==> src/rtl/fseq_pkg.sv <==
package fseq_pkg;

  typedef enum logic [1:0] {
    OP_PROG     = 2'd0,
    OP_SECT     = 2'd1,
    OP_CHIP     = 2'd2,
    OP_CHIP_ALT = 2'd3
  } fseq_op_e;

  typedef enum logic [2:0] {
    SQ_IDLE,
    SQ_WR,
    SQ_WR_WAIT,
    SQ_RD,
    SQ_RD_WAIT
  } fseq_state_e;

  typedef enum logic [2:0] {
    BC_IDLE,
    BC_SETUP,
    BC_PULSE,
    BC_HOLD,
    BC_READ
  } bc_phase_e;

  localparam logic [15:0] UNLOCK_A = 16'h5555;
  localparam logic [15:0] UNLOCK_B = 16'h2AAA;

  localparam logic [7:0] CD_KEY1  = 8'hAA;
  localparam logic [7:0] CD_KEY2  = 8'h55;
  localparam logic [7:0] CD_PROG  = 8'hA0;
  localparam logic [7:0] CD_ERASE = 8'h80;
  localparam logic [7:0] CD_SECT  = 8'h30;
  localparam logic [7:0] CD_CHIP  = 8'h10;

  localparam int STEP_W = 3;

endpackage

==> src/rtl/fseq_cmd_table.sv <==
// Computes the address/data of each write step of a request; no storage.
module fseq_cmd_table
  import fseq_pkg::*;
#(
  parameter int AW        = 18,
  parameter int SECT_BITS = 12
) (
  input  logic [1:0]        op,
  input  logic [STEP_W-1:0] step,
  input  logic [AW-1:0]     tgt_addr,
  input  logic [7:0]        tgt_data,
  output logic [AW-1:0]     cyc_addr,
  output logic [7:0]        cyc_data,
  output logic              cyc_last
);

  localparam logic [AW-1:0] A_ONE = AW'(UNLOCK_A);
  localparam logic [AW-1:0] A_TWO = AW'(UNLOCK_B);

  logic          is_prog;
  logic [AW-1:0] sect_base;

  assign is_prog = (op == OP_PROG);

  generate
    if (SECT_BITS > 0) begin : g_mask
      assign sect_base = {tgt_addr[AW-1:SECT_BITS], {SECT_BITS{1'b0}}};
    end else begin : g_nomask
      assign sect_base = tgt_addr;
    end
  endgenerate

  always_comb begin
    cyc_addr = A_ONE;
    cyc_data = CD_KEY1;
    unique case (step)
      3'd0: begin cyc_addr = A_ONE; cyc_data = CD_KEY1; end
      3'd1: begin cyc_addr = A_TWO; cyc_data = CD_KEY2; end
      3'd2: begin cyc_addr = A_ONE; cyc_data = is_prog ? CD_PROG : CD_ERASE; end
      3'd3: begin
        cyc_addr = is_prog ? tgt_addr : A_ONE;
        cyc_data = is_prog ? tgt_data : CD_KEY1;
      end
      3'd4: begin cyc_addr = A_TWO; cyc_data = CD_KEY2; end
      3'd5: begin
        if (op == OP_SECT) begin
          cyc_addr = sect_base;
          cyc_data = CD_SECT;
        end else begin
          cyc_addr = A_ONE;
          cyc_data = CD_CHIP;
        end
      end
      default: begin cyc_addr = A_ONE; cyc_data = CD_KEY1; end
    endcase
  end

  assign cyc_last = is_prog ? (step == 3'd3) : (step == 3'd5);

endmodule

==> src/rtl/fseq_bus_cycle.sv <==
// Runs one write or one read cycle on the flash pins; all pins registered.
module fseq_bus_cycle
  import fseq_pkg::*;
#(
  parameter int AW        = 18,
  parameter int SETUP_CLK = 1,
  parameter int PULSE_CLK = 3,
  parameter int HOLD_CLK  = 1,
  parameter int ACC_CLK   = 3
) (
  input  logic          clk,
  input  logic          rst,
  input  logic          start,
  input  logic          is_read,
  input  logic [AW-1:0] addr_in,
  input  logic [7:0]    data_in,
  input  logic [7:0]    dq_in,
  output logic          cyc_done,
  output logic [7:0]    rd_data,
  output logic [AW-1:0] pin_addr,
  output logic [7:0]    pin_dq,
  output logic          pin_dq_oe,
  output logic          pin_ce_n,
  output logic          pin_we_n,
  output logic          pin_oe_n
);

  localparam int MAX_AB = (SETUP_CLK > PULSE_CLK) ? SETUP_CLK : PULSE_CLK;
  localparam int MAX_CD = (HOLD_CLK > ACC_CLK) ? HOLD_CLK : ACC_CLK;
  localparam int MAX_T  = (MAX_AB > MAX_CD) ? MAX_AB : MAX_CD;
  localparam int CW     = (MAX_T > 1) ? $clog2(MAX_T) : 1;

  bc_phase_e     ph;
  logic [CW-1:0] cnt;

  always_ff @(posedge clk) begin
    if (rst) begin
      ph        <= BC_IDLE;
      cnt       <= '0;
      cyc_done  <= 1'b0;
      rd_data   <= '0;
      pin_addr  <= '0;
      pin_dq    <= '0;
      pin_dq_oe <= 1'b0;
      pin_ce_n  <= 1'b1;
      pin_we_n  <= 1'b1;
      pin_oe_n  <= 1'b1;
    end else begin
      cyc_done <= 1'b0;
      unique case (ph)
        BC_IDLE: begin
          if (start) begin
            pin_addr <= addr_in;
            pin_ce_n <= 1'b0;
            if (is_read) begin
              ph        <= BC_READ;
              pin_oe_n  <= 1'b0;
              pin_dq_oe <= 1'b0;
              cnt       <= CW'(ACC_CLK - 1);
            end else begin
              ph        <= BC_SETUP;
              pin_dq    <= data_in;
              pin_dq_oe <= 1'b1;
              cnt       <= CW'(SETUP_CLK - 1);
            end
          end
        end
        BC_SETUP: begin
          if (cnt == '0) begin
            ph       <= BC_PULSE;
            pin_we_n <= 1'b0;
            cnt      <= CW'(PULSE_CLK - 1);
          end else begin
            cnt <= cnt - 1'b1;
          end
        end
        BC_PULSE: begin
          if (cnt == '0) begin
            ph       <= BC_HOLD;
            pin_we_n <= 1'b1;
            cnt      <= CW'(HOLD_CLK - 1);
          end else begin
            cnt <= cnt - 1'b1;
          end
        end
        BC_HOLD: begin
          if (cnt == '0) begin
            ph        <= BC_IDLE;
            pin_ce_n  <= 1'b1;
            pin_dq_oe <= 1'b0;
            cyc_done  <= 1'b1;
          end else begin
            cnt <= cnt - 1'b1;
          end
        end
        BC_READ: begin
          if (cnt == '0) begin
            ph       <= BC_IDLE;
            rd_data  <= dq_in;
            pin_ce_n <= 1'b1;
            pin_oe_n <= 1'b1;
            cyc_done <= 1'b1;
          end else begin
            cnt <= cnt - 1'b1;
          end
        end
        default: ph <= BC_IDLE;
      endcase
    end
  end

endmodule

==> src/rtl/fseq_timeout.sv <==
// Counts polling clocks; expired sticks until cleared.
module fseq_timeout #(
  parameter int LIMIT = 1000000
) (
  input  logic clk,
  input  logic rst,
  input  logic clear,
  input  logic run,
  output logic expired
);

  localparam int TW = $clog2(LIMIT + 1);

  logic [TW-1:0] cnt;

  always_ff @(posedge clk) begin
    if (rst || clear) begin
      cnt     <= '0;
      expired <= 1'b0;
    end else if (run && !expired) begin
      if (cnt == TW'(LIMIT - 1)) expired <= 1'b1;
      cnt <= cnt + 1'b1;
    end
  end

endmodule

==> src/rtl/flash_wr_seq.sv <==
module flash_wr_seq
  import fseq_pkg::*;
#(
  parameter int AW        = 18,
  parameter int SECT_BITS = 12,
  parameter int SETUP_CLK = 1,
  parameter int PULSE_CLK = 3,
  parameter int HOLD_CLK  = 1,
  parameter int ACC_CLK   = 3,
  parameter int TMO_CLK   = 2000000
) (
  input  logic          clk,
  input  logic          rst,
  input  logic          req_valid,
  output logic          req_ready,
  input  logic [1:0]    req_op,
  input  logic [AW-1:0] req_addr,
  input  logic [7:0]    req_data,
  output logic          done,
  output logic          done_ok,
  output logic          done_tmo,
  output logic [AW-1:0] flash_addr,
  output logic [7:0]    flash_dq_out,
  output logic          flash_dq_oe,
  input  logic [7:0]    flash_dq_in,
  output logic          flash_ce_n,
  output logic          flash_we_n,
  output logic          flash_oe_n
);

  localparam int CONFIRM_N = 2;
  localparam int STREAK_W  = $clog2(CONFIRM_N + 2);

  fseq_state_e         st;
  logic [1:0]          op_q;
  logic [AW-1:0]       addr_q;
  logic [7:0]          data_q;
  logic [STEP_W-1:0]   step;
  logic [STREAK_W-1:0] streak;
  logic                prev6;
  logic                have_prev;
  logic                bus_start;
  logic                tmo_clear;
  logic                tmo_hit;

  logic [AW-1:0] tbl_addr;
  logic [7:0]    tbl_data;
  logic          tbl_last;
  logic          bus_done;
  logic [7:0]    rd_data;
  logic          bus_is_read;
  logic [AW-1:0] bus_addr;
  logic          exp7;
  logic          rd_valid;
  logic          unused_rd_bits;

  assign req_ready      = (st == SQ_IDLE);
  assign bus_is_read    = (st == SQ_RD_WAIT);
  assign bus_addr       = bus_is_read ? addr_q : tbl_addr;
  assign exp7           = (op_q == OP_PROG) ? data_q[7] : 1'b1;
  assign rd_valid       = have_prev && (rd_data[7] == exp7) && (rd_data[6] == prev6);
  assign unused_rd_bits = ^rd_data[5:0];

  fseq_cmd_table #(
    .AW        (AW),
    .SECT_BITS (SECT_BITS)
  ) u_tbl (
    .op       (op_q),
    .step     (step),
    .tgt_addr (addr_q),
    .tgt_data (data_q),
    .cyc_addr (tbl_addr),
    .cyc_data (tbl_data),
    .cyc_last (tbl_last)
  );

  fseq_bus_cycle #(
    .AW        (AW),
    .SETUP_CLK (SETUP_CLK),
    .PULSE_CLK (PULSE_CLK),
    .HOLD_CLK  (HOLD_CLK),
    .ACC_CLK   (ACC_CLK)
  ) u_bus (
    .clk       (clk),
    .rst       (rst),
    .start     (bus_start),
    .is_read   (bus_is_read),
    .addr_in   (bus_addr),
    .data_in   (tbl_data),
    .dq_in     (flash_dq_in),
    .cyc_done  (bus_done),
    .rd_data   (rd_data),
    .pin_addr  (flash_addr),
    .pin_dq    (flash_dq_out),
    .pin_dq_oe (flash_dq_oe),
    .pin_ce_n  (flash_ce_n),
    .pin_we_n  (flash_we_n),
    .pin_oe_n  (flash_oe_n)
  );

  fseq_timeout #(
    .LIMIT (TMO_CLK)
  ) u_tmo (
    .clk     (clk),
    .rst     (rst),
    .clear   (tmo_clear),
    .run     ((st == SQ_RD) || (st == SQ_RD_WAIT)),
    .expired (tmo_hit)
  );

  always_ff @(posedge clk) begin
    if (rst) begin
      st        <= SQ_IDLE;
      op_q      <= '0;
      addr_q    <= '0;
      data_q    <= '0;
      step      <= '0;
      streak    <= '0;
      prev6     <= 1'b0;
      have_prev <= 1'b0;
      bus_start <= 1'b0;
      tmo_clear <= 1'b0;
      done      <= 1'b0;
      done_ok   <= 1'b0;
      done_tmo  <= 1'b0;
    end else begin
      done      <= 1'b0;
      bus_start <= 1'b0;
      tmo_clear <= 1'b0;
      unique case (st)
        SQ_IDLE: begin
          if (req_valid) begin
            op_q      <= req_op;
            addr_q    <= req_addr;
            data_q    <= req_data;
            step      <= '0;
            done_ok   <= 1'b0;
            done_tmo  <= 1'b0;
            tmo_clear <= 1'b1;
            st        <= SQ_WR;
          end
        end
        SQ_WR: begin
          bus_start <= 1'b1;
          st        <= SQ_WR_WAIT;
        end
        SQ_WR_WAIT: begin
          if (bus_done) begin
            if (tbl_last) begin
              have_prev <= 1'b0;
              streak    <= '0;
              st        <= SQ_RD;
            end else begin
              step <= step + 1'b1;
              st   <= SQ_WR;
            end
          end
        end
        SQ_RD: begin
          bus_start <= 1'b1;
          st        <= SQ_RD_WAIT;
        end
        SQ_RD_WAIT: begin
          if (bus_done) begin
            prev6     <= rd_data[6];
            have_prev <= 1'b1;
            if (rd_valid && (streak == STREAK_W'(CONFIRM_N))) begin
              done    <= 1'b1;
              done_ok <= 1'b1;
              st      <= SQ_IDLE;
            end else if (tmo_hit) begin
              done     <= 1'b1;
              done_tmo <= 1'b1;
              st       <= SQ_IDLE;
            end else begin
              streak <= rd_valid ? streak + 1'b1 : '0;
              st     <= SQ_RD;
            end
          end
        end
        default: st <= SQ_IDLE;
      endcase
    end
  end

endmodule

==> config.mk <==
export PLATFORM = sky130hd
export DESIGN_NAME = flash_wr_seq
export DESIGN_NICKNAME = d
export VERILOG_FILES = /design/src/rtl/fseq_pkg.sv /design/src/rtl/fseq_cmd_table.sv /design/src/rtl/fseq_bus_cycle.sv /design/src/rtl/fseq_timeout.sv /design/src/rtl/flash_wr_seq.sv
export SDC_FILE = /design/constraint.sdc
export NUM_CORES = 1
export LEC_CHECK = 0
export ABC_AREA = 1
export BUFFER_PORTS_ARGS = -buffer_cell sky130_fd_sc_hd__buf_2
export CORE_MARGIN = 2
export CORE_UTILIZATION = 30
export DETAILED_ROUTE_END_ITERATION = 10
export MAX_ROUTING_LAYER = met4
export PLACE_DENSITY = 0.48
export SLEW_MARGIN = 20
export SYNTH_ARGS = -nofsm -noshare
export SYNTH_HDL_FRONTEND = slang
export SYNTH_SLANG_ARGS = --single-unit
==> constraint.sdc <==
create_clock -name clk -period 1.9 [get_ports clk]
set_input_delay 0.285 -clock clk [delete_from_list [all_inputs] [get_ports clk]]
set_output_delay 0.285 -clock clk [all_outputs]
set_load 0.005 [all_outputs]
## Word level (Yosys, flattened, before mapping)

Cells that the tools add are included.

- Add/subtract/negate cells: 4
- Equal/unequal tests: 35
- Mux-type cells: 68
- Bitwise logic cells: 4
- Reduce and logical (&&, ||, !) cells: 43

Operators with widths:

| kind | count |
|---|---|
| $mux W18 | 3 |
| $pmux W18 S3 | 1 |
| $mux W3 | 11 |
| $pmux W8 S4 | 1 |
| $mux W2 | 14 |
| $mux W1 | 23 |
| $add A21 B1 Y21 const B | 1 |
| $eq A21 B21 Y1 const B | 1 |
| $reduce_and A4 Y1 | 5 |
| $eq A3 B2 Y1 const B | 6 |
| $ne A2 B1 Y1 const B | 9 |
| $reduce_and A3 Y1 | 6 |
| $ne A2 B2 Y1 const B | 8 |
| $pmux W3 S5 | 1 |
| $pmux W1 S2 | 7 |
| $reduce_bool A2 Y1 | 7 |
| $eq A3 B3 Y1 const B | 4 |
| $mux W6 | 2 |
| $pmux W3 S4 | 1 |
| $reduce_and A2 Y1 | 5 |
| $reduce_or A2 Y1 | 5 |
| $eq A3 B1 Y1 const B | 3 |
| $mux W8 | 1 |
| $pmux W2 S4 | 1 |
| other kinds (18) | 28 |

- Bits in registers: 109
- Input bits: 39
- Output and inout bits: 34
- Word-level logic and storage cells: 179

## Depth between registers and ports, before layout

- Depth in word-level cells: 10
- Depth in mapped cells: 12
- Depth with buffers taken out: 12

## Hierarchy

From an unflattened synthesis, not the netlist that was laid out.

- Cells, all modules: 745
- Area, all modules: 5250.0 sq um

By module, submodules not included:

| module | times used | cells an instance | area each (sq um) | sequential area each (sq um) |
|---|---|---|---|---|
| flash_wr_seq | 1 | 256 | 1929.4 | 860.8 |
| fseq_bus_cycle | 1 | 229 | 1732.9 | 880.8 |
| fseq_timeout | 1 | 166 | 1161.1 | 440.4 |
| fseq_cmd_table | 1 | 94 | 426.7 | 0.0 |

## Worst setup path after synthesis

OpenSTA, ideal clock, no wires.

- Path type: reg-to-reg
- From: register step[0]
- To: register step[0]
- Library setup time: 0.113 ns
- Data arrival time: 1.424 ns
- Required time: 1.787 ns
- Slack: 0.364 ns
- Cell stages (with the launch flop): 10
- Buffers on the path: 1
- Clock period less this slack: 1.536 ns
- Cell sequence: dfxtp_1 > ha_1 > ha_1 > buf_2 > nand2_1 > nand3_2 > a21oi_2 > o21ai_0 > nand2_1 > nor2_1

- Longest elaborated chain between the ends: 4
- Elaborated cells between the ends (all ways): 9
- Classes of those cells: add/sub (1); eq/ne (3); mux (4); reduce/logical (1)

Ends and longest elaborated chain:

| what | line | RTL |
|---|---|---|
| from (decl) | flash_wr_seq.sv:38 | `logic [STEP_W-1:0] step;` |
| from (signal assigned) | flash_wr_seq.sv:154 | `step <= step + 1'b1;` |
| $add A3 B1 Y3, or another cell as far along | flash_wr_seq.sv:154 |  |
| $mux W3 or $mux W1 (tied branches) | flash_wr_seq.sv:149, fseq_cmd_table.sv:58 |  |
| $mux W3 or $ne A2 B2 Y1 (tied branches) | - |  |
| $pmux W3 S2 or $reduce_and A4 Y1 (tied branches) | - |  |

Several ways; a longest one is shown, not always the timed one. The select of a mux whose other input is x is not followed.
A chain may end at the register's enable or synchronous reset.

## Worst setup path after layout

- From: register st[0]
- To: register u_bus.pin_addr[10]

- Longest elaborated chain between the ends: 2

Ends and longest elaborated chain:

| what | line | RTL |
|---|---|---|
| from (decl) | flash_wr_seq.sv:34 | `fseq_state_e st;` |
| from (signal assigned) | flash_wr_seq.sv:113 | `st <= SQ_IDLE;` |
| from (signal assigned) | flash_wr_seq.sv:140 | `st <= SQ_WR;` |
| from (signal assigned) | flash_wr_seq.sv:145 | `st <= SQ_WR_WAIT;` |
| $eq A3 B3 Y1 | flash_wr_seq.sv:58 | `assign bus_is_read = (st == SQ_RD_WAIT);` |
| $mux W18 | flash_wr_seq.sv:59 | `assign bus_addr = bus_is_read ? addr_q : tbl_addr;` |
| to (signal assigned) | fseq_bus_cycle.sv:53 | `pin_addr <= addr_in;` |
| to (decl) | fseq_bus_cycle.sv:20 | `output logic [AW-1:0] pin_addr,` |

No other way between the ends.

==> flow_metrics.py <==
metrics = {
    "layout": {
        "nFillCells": 1733,
        "multi_input_area_um2": 2431,
        "num_antenna_cells": 0,
        "regArea_um2": 2062,
        "area_growth_pct": 18.75,
        "drive_gt1_share_pct": 18.12,
        "nets": 812,
        "instances_no_fill": 983,
    },
    "setup_path": {
        "cp.arrival_ps": 1840,
        "cp_max_fo": 14,
        "max_stage_delay_ps": 350,
        "critPathKind": "register to register",
        "cp_num_buf_inv": 1,
        "crit_path_end_kind": "register",
        "path_cells": "nor2_2 > nand2_1 > inv_2 > nand2_2 > o221ai_1 > nor2_1",
        "worst_ep_required_time_ps": 2140,
        "slowest_stage": "dfxtp_1",
        "cp-start-kind": "register",
        "crit_path_start": "st[0]",
        "crit_cells": 6,
        "ff2ff_path_depth": 6,
        "reg2reg_from": "st[0]",
        "crit_family": "simple AND/OR/NAND/NOR gates",
    },
    "synthesis": {
        "synth_cells": 690,
        "syn_avg_cell_area_um2": 7.148,
        "yosysSeqAreaShare_pct": 41.81,
        "synth_top_area_cell": "dfxtp_1",
        "ys_ff_latch": 103,
        "synthTopCellsByCount": "nand2_1, dfxtp_1, inv_1, a21oi_1",
        "syn_area_um2": 4932,
        "async_flop_share_pct": 0,
        "synthTopCellsByArea": "dfxtp_1, nand2_1, a21oi_1",
        "ys_types": 36,
        "synth_nets": 739,
        "ys.flop_type": "dfxtp_1",
        "synth_edf_count": 0,
        "yosys_warnings": 0,
        "synth_top_area_share_pct": 41.81,
        "synth_most_common_cell": "nand2_1",
    },
    "detailed_routing": {
        "num_vias": 4640,
        "vias_per_cell": 4.720,
        "dr.pass1.iters": 5,
        "route.detailed.drc": 0,
        "dr.first_iter.drc_count": 234,
        "final_antenna_net_count": 0,
        "routedWlPerCell_um": 13.47,
        "drt_wl_total_um": 13240,
    },
    "floorplanning": {
        "start_util_pct": 30.83,
        "dieArea_um2": 17480,
        "num_rows": 46,
        "io_pins": 73,
        "core_area_um2": 16000,
        "die_h_um": 132.2,
        "die_w_um": 132.2,
    },
    "placed_design": {
        "dp.cells": 968,
        "portBuffers": 66,
        "dp_hpwl_um": 9690,
        "gp_congestion": 0.8643,
    },
    "sta": {
        "finalCritPeriodShare_pct": 84.27,
        "skew_ps": 6.760,
        "slew_headroom_pct": 73.47,
        "rsz0062_at_grt": "false",
        "worst_slew_pin_slew_ps": 394.4,
        "fin_hold_ws_ps": 119.2,
        "finalHoldViolations": 0,
        "slew_violations": 0,
        "fmax_mhz": 624.6,
        "period_minus_slack_ps": 1601,
        "tns_ps": 0,
        "setup_violations": 0,
    },
    "clocking": {
        "clk_pin_slew_worst_paths_ps": 70,
        "h-tree-depth": 3,
        "cts_buffers": 9,
        "tritoncts": "yes",
        "cts-root-buf": "clkbuf_16",
        "clock_path_buffers": 2,
        "post_cts_buffers": 0,
        "clkLatencyLatePin_ps": 350,
        "cts_hold_buf": 0,
        "cts.sinks": 103,
    },
    "run_status": {
        "run_status": "finished, final reports clean",
    },
    "pwr": {
        "leakage_nw": 2.393,
        "p_per_area_nw_per_um2": 1267,
        "ir_drop_mv": 0.4773,
    },
    "min_path": {
        "worstHoldStart": "req_addr[15]",
        "min_path_type": "input pin to register",
        "hold_path_depth": 3,
    },
    "run": {
        "drv_cap": 0,
    },
    "global_routing": {
        "first_global_vias": 4710,
        "grt_pass1_wl_um": 22510,
        "antenna_found_initial": 0,
        "track_usage_pct": 16.35,
        "grt_max_degree": 22,
        "overflow": 0,
    },
}
[repair_timing]
action                                 4_1_cts  5_1_grt
resized for setup                            0        2
setup endpoints to repair                    0        9
endpoints found under the hold margin        0        0
[state kept, by name (all words and copies together) (netlist names), 3 cells and up]
register	count
u_tmo.cnt	21
addr_q	18
u_bus.pin_addr	18
data_q	8
u_bus.pin_dq	8
st	3
step	3
u_bus.ph	3
[power by group]
group	switching (mW)	internal (mW)	leakage, nW
sequential	0.273	2.56	0.838
clock	0.832	1.02	0.143
combinational	1.79	0.945	1.41
[metal layers]
metal  vias up  global-route usage [%]  part of all wire (%)
li1       2401                       -                     -
met1      2121                   19.01                    45
met2       104                   28.21                    49
met3        14                   3.537                   4.8
met4         0                   5.018                   1.5
met5         -                       -                     0
[worst register-to-register path, cell delays in order, from the launching register on]
cell and delay (ps):
dfxtp_1 350, nor2_2 170, nand2_1 100, inv_2 320, nand2_2 260, o221ai_1 230, nor2_1 60
[layout make-up]
type | count | area share [%]
multi-input combinational | 482 | 41.51
sequential | 103 | 35.21
timing repair buffer | 84 | 8.374
inverter | 83 | 5.405
tap | 216 | 4.614
clock buffer | 10 | 3.909
clock inverter | 5 | 0.9827
[stage by stage]
| step | total power [mW] | setup WS [ps] | cell area (um^2) | util (%) |
|---|---|---|---|---|
| after floorplan | 4.734 | 363.7 | 4932 | - |
| after global placement | 5.557 | 154.3 | 5560 | 34.75 |
| after detailed placement | 5.606 | 102.1 | 5560 | 34.75 |
| after CTS | 7.484 | 101.9 | 5847 | 36.54 |
| after global routing | 8.040 | 64.52 | 5857 | 36.60 |
| final | 7.420 | 299.0 | 5857 | 36.60 |
[cells by family after synthesis]
kind of cell	Yosys count	synth area share (%)
AND/OR/NAND/NOR	310	28.03
AO/OA/AOI/OAI	158	17.81
buffers and inverters	105	9.107
flip-flops	103	41.81
adder cells (fa/ha/maj)	10	2.537
XOR/XNOR	4	0.7102
[final timing paths]
path	slack [ps]	end
worst min register to register	460	u_bus.pin_addr[15]
worst max register to register	300	u_bus.pin_addr[10]
worst max-delay path	300	u_bus.pin_addr[10]
worst min-delay path	120	addr_q[15]
[cell usage in the layout (no fill, tap or decap), types with 6 or more instances in the layout]
master / count
ha_1: 10
dfxtp_1: 103
buf_4: 16
nand2_2: 7
buf_2: 66
nand4_1: 9
o221ai_1: 8
nand2_1: 165
inv_2: 6
nor2_1: 61
inv_1: 74
clkbuf_16: 9
nor3_1: 12
a21oi_1: 70
nand3_1: 38
o21ai_2: 11
o21ai_0: 61
Note: power is estimated with default switching activity, not from simulation.
